--- config.mk ---
export PLATFORM = sky130hd
export DESIGN_NAME = fine_bb_tuner
export DESIGN_NICKNAME = d
export VERILOG_FILES = /design/src/rtl/fine_bb_tuner.sv
export SDC_FILE = /design/constraint.sdc
export NUM_CORES = 1
export LEC_CHECK = 0
export ABC_AREA = 1
export BUFFER_PORTS_ARGS = -buffer_cell sky130_fd_sc_hd__clkbuf_2
export CAP_MARGIN = 40
export CORE_MARGIN = 3
export CORE_UTILIZATION = 60
export CTS_CLUSTER_SIZE = 24
export DETAILED_ROUTE_END_ITERATION = 8
export MAX_ROUTING_LAYER = met4
export PLACE_DENSITY = 0.8
export SYNTH_ARGS = -nofsm -noshare
export SYNTH_HDL_FRONTEND = slang
export SYNTH_SLANG_ARGS = --single-unit
--- constraint.sdc ---
create_clock -name clk -period 3.4 [get_ports clk]
set_input_delay 0.34 -clock clk [delete_from_list [all_inputs] [get_ports clk]]
set_output_delay 0.34 -clock clk [all_outputs]
set_load 0.005 [all_outputs]
--- src/rtl/fine_bb_tuner.sv ---
module fine_bb_tuner #(
  parameter int CODE_W    = 9,
  parameter int STEP_INIT = 16,
  parameter int HIST_N    = 4
) (
  input  logic              clk,
  input  logic              rst_n,
  input  logic              coarse_lock,
  input  logic              burst_done,
  input  logic              late,
  output logic [CODE_W-1:0] fine_code,
  output logic              fine_settled
);

  localparam int SW  = $clog2(STEP_INIT + 1);
  localparam int CW  = $clog2(HIST_N + 1);
  localparam logic [CODE_W-1:0] MID  = CODE_W'(1 << (CODE_W - 1));
  localparam logic [CODE_W-1:0] TOP  = {CODE_W{1'b1}};

  logic [CODE_W-1:0] code_q;
  logic [SW-1:0]     step_q;
  logic [HIST_N-1:0] hist_q;
  logic [CW-1:0]     cnt_q;

  logic              reversal;
  logic [SW-1:0]     step_nxt;
  logic [CODE_W:0]   up_sum;
  logic [CODE_W-1:0] code_nxt;
  logic              alt_all;
  logic              update;

  assign update   = coarse_lock && burst_done;
  assign reversal = (cnt_q != '0) && (late != hist_q[0]);
  assign step_nxt = (reversal && step_q > SW'(1)) ? (step_q >> 1) : step_q;
  assign up_sum   = {1'b0, code_q} + (CODE_W+1)'(step_nxt);

  always_comb begin
    if (late)
      code_nxt = up_sum[CODE_W] ? TOP : up_sum[CODE_W-1:0];
    else
      code_nxt = (code_q >= CODE_W'(step_nxt)) ? code_q - CODE_W'(step_nxt) : '0;
  end

  always_comb begin
    alt_all = 1'b1;
    for (int i = 0; i < HIST_N - 1; i++)
      alt_all = alt_all & (hist_q[i] ^ hist_q[i+1]);
  end

  always_ff @(posedge clk) begin
    if (!rst_n || !coarse_lock) begin
      code_q <= MID;
      step_q <= SW'(STEP_INIT);
      hist_q <= '0;
      cnt_q  <= '0;
    end else if (update) begin
      code_q <= code_nxt;
      step_q <= step_nxt;
      hist_q <= {hist_q[HIST_N-2:0], late};
      if (cnt_q != CW'(HIST_N))
        cnt_q <= cnt_q + CW'(1);
    end
  end

  assign fine_code    = code_q;
  assign fine_settled = (step_q == SW'(1)) && (cnt_q == CW'(HIST_N)) && alt_all;

endmodule


==> flow_summary.json <==
{
  "status": "finished, final reports clean",
  "ir_worst_vdd_uv": 224,
  "synth_ff_type": "dfxtp_1",
  "layout_common_cells": "83 x nand2_1, 42 x inv_1, 30 x nor2_1",
  "design_area_um2": 1940,
  "cts_setup_buffers": 0,
  "clock-sinks": 21,
  "p_leak_nw": 0.987,
  "r2r-start": "cnt_q[0]",
  "hold_viol": 0,
  "io_pins": 15,
  "p_comb_share_pct": 22.3,
  "clock_tree.root_cell": "clkbuf_4",
  "design.core.area_um2": 2830,
  "io_buffers": 14,
  "totalWireLength_um": 4230,
  "fin_ws_ns": 0.730,
  "drive_gt1_share_pct": 13.5,
  "fin_nets": 331,
  "fin_crit_sh_pct": 78.5,
  "initialDrtViolationCount": 121,
  "ff2ff_setup_slack_ns": 0.73,
  "insertion_delay_ns": 0.31,
  "rsz0062_at_grt": "false",
  "swShare_pct": 32.2,
  "setup_tns_ns": 0,
  "grt_usage_pct": 26.0,
  "cts_resized": 0,
  "arrival_ns": 2.89,
  "power_frac_seq_pct": 52.5,
  "tritoncts": "yes",
  "grt_overflow_total": 0,
  "p_per_area_nw_per_um2": 254,
  "p_clk_share_pct": 25.2,
  "vias": 1830,
  "area_delta_synth_final_pct": 5.79,
  "tightest_slew_ns": 0.578,
  "fmax_mhz": 374,
  "worstSetupEndpoint": "fine_code[8]",
  "critPathCaptureType": "flop",
  "fin_skew_ns": 0.0102,
  "htree_levels": 1,
  "drtAntennaViolNets": 0,
  "synth_nets": 317,
  "post_drt_via_cell_ratio": 5.35,
  "p_int_mw": 0.334,
  "cp_max_fo": 4,
  "drc": 0,
  "crit_type": "flop to flop",
  "cts.path.max_buffers": 2,
  "firstDrtPassIters": 4,
  "startpoint": "cnt_q[0]",
  "synth_area_per_cell_um2": 6.16,
  "n_antenna_cell": 0,
  "wire_per_inst_um": 12.4,
  "synth_edf_count": 0,
  "yosysWarnings": 0,
  "dpl_cell_area_um2": 1920,
  "nFillCells": 280,
  "grt_max_degree": 15,
  "gp_congestion": 0.975,
  "drv_slew": 0,
  "syn_inst": 298,
  "die-area_um2": 3760,
  "rows": 19,
  "ys_types": 31,
  "grt_pass1_vias": 1514,
  "critPathRequiredTime_ns": 3.62,
  "maxSlewHeadroom_pct": 61.4,
  "ys_ff_latch": 21,
  "fin_crit_ns": 2.67,
  "cts.clk_slew.worst_paths_ns": 0.12,
  "pre_cts_ws_ns": 0.736,
  "cts_hold_buf": 0,
  "initial_utilization_pct": 64.9,
  "synthesis.area_um2": 1840,
  "cts_buffers": 3,
  "hp-class": "input port to flop",
  "worst_setup_path_start_kind": "flop",
  "antenna_found_initial": 0,
  "reg2reg_to": "fine_code[8]",
  "setup_violations": 0,
  "synthArstFlopShare_pct": 0,
  "grt_pass1_wl_um": 6980,
  "ys_seq_area_share_pct": 22.9,
  "layout_commonest_cell": "nand2_1",
  "die_h_um": 61.3,
  "dp_hpwl_um": 3350,
  "maxCapViolCount": 0,
  "final_util_pct": 68.6,
  "switching_power_mw": 0.159,
  "dieWidth_um": 61.3,
  "rr_worst_depth": 20
}
[per-layer routing]
| layer | vias up | wire length (µm) | track usage, % |
|---|---|---|---|
| met3 | 6 | 233 | 4.82 |
| met1 | 801 | 2060 | 35.0 |
| met2 | 53 | 1870 | 40.5 |
| met4 | 0 | 61 | 5.57 |
| li1 | 970 | - | - |
| met5 | - | 0 | - |
[worst min path at each step]
stage / endpoint / depth (start not counted) / from / slack, ns
6_report: fine_code[8] / 4 / burst_done / 0.37
5_1_grt: step_q[0] / 5 / burst_done / 0.41
4_1_cts: fine_code[8] / 4 / burst_done / 0.37
3_5_place_dp: hist_q[3] / 2 / hist_q[3] / 0.47
3_3_place_gp: cnt_q[0] / 1 / cnt_q[0] / 0.47
2_1_floorplan: hist_q[3] / 2 / hist_q[3] / 0.44
[synth_stat cells, types with 3 or more instances]
library cell	number	area, µm²
nand2_1	83	312
o21ai_1	5	25.0
a21oi_1	23	115
ha_1	12	150
nand3_1	22	110
nor2_4	5	56.3
nor2_1	30	113
nand3_2	3	30.0
dfxtp_1	21	420
xor2_1	4	35.0
nand4_1	5	31.3
inv_1	42	158
inv_2	4	15.0
nand2_2	7	43.8
nor2_2	3	18.8
o21ai_0	10	50.1
[through the flow]
step	cells	hold slack [ns]	total power, mW
floorplan	298	0.444	0.349
CTS	342	0.373	0.498
detailed placement	338	0.475	0.374
global placement	338	0.466	0.372
global route	342	0.406	0.522
finish	342	0.370	0.493
[final cells by class]
class                   instances  area [µm²]  share of cell area (%)
well taps                      31        38.8                    2.00
flip-flops and latches         21         420                    21.6
clock buffers                   4        26.3                    1.35
multi-input cells             224        1200                    61.9
repair buffers                 15        77.6                    3.99
inverters                      47         176                    9.09
[cell families (layout without fill, tap and decap cells)]
group | Yosys count | in the layout | synth area share, %
AND/OR/NAND/NOR | 162 | 162 | 40.2
buffers and inverters | 53 | 66 | 11.6
AO/OA/AOI/OAI | 44 | 44 | 13.1
flip-flops | 21 | 21 | 22.9
adder cells (fa/ha/maj) | 14 | 14 | 10.4
XOR/XNOR | 4 | 4 | 1.91
[flip-flops by register name (all words and copies together) (netlist names)]
register,flops
cnt_q,3
fine_code,9
hist_q,4
step_q,5
[worst max-delay path, cell delays in order (launching register included)]
cell and delay (ns):
dfxtp_1 0.40, inv_1 0.06, ha_1 0.20, inv_1 0.05
nor2_1 0.04, nor2_2 0.11, nand3_1 0.13, nand2_1 0.08
o21ai_1 0.12, ha_1 0.25, fa_1 0.42, nand3_1 0.10
nand2_1 0.13, nand2_1 0.11, nand2_1 0.05, nand2_1 0.05
nand3_1 0.07, nand2_1 0.07, nand2_1 0.05, nand2_1 0.05
nand2_1 0.05
[power by group through the flow]
stage          combinational (mW)  clock, mW  sequential (mW)
5_1_grt                     0.127      0.135            0.260
3_3_place_gp                0.108          0            0.264
2_1_floorplan              0.0866          0            0.262
3_5_place_dp                0.109          0            0.264
6_report                    0.110      0.124            0.259
4_1_cts                     0.110      0.129            0.259
No activity file was read; power rests on OpenSTA's default activity.
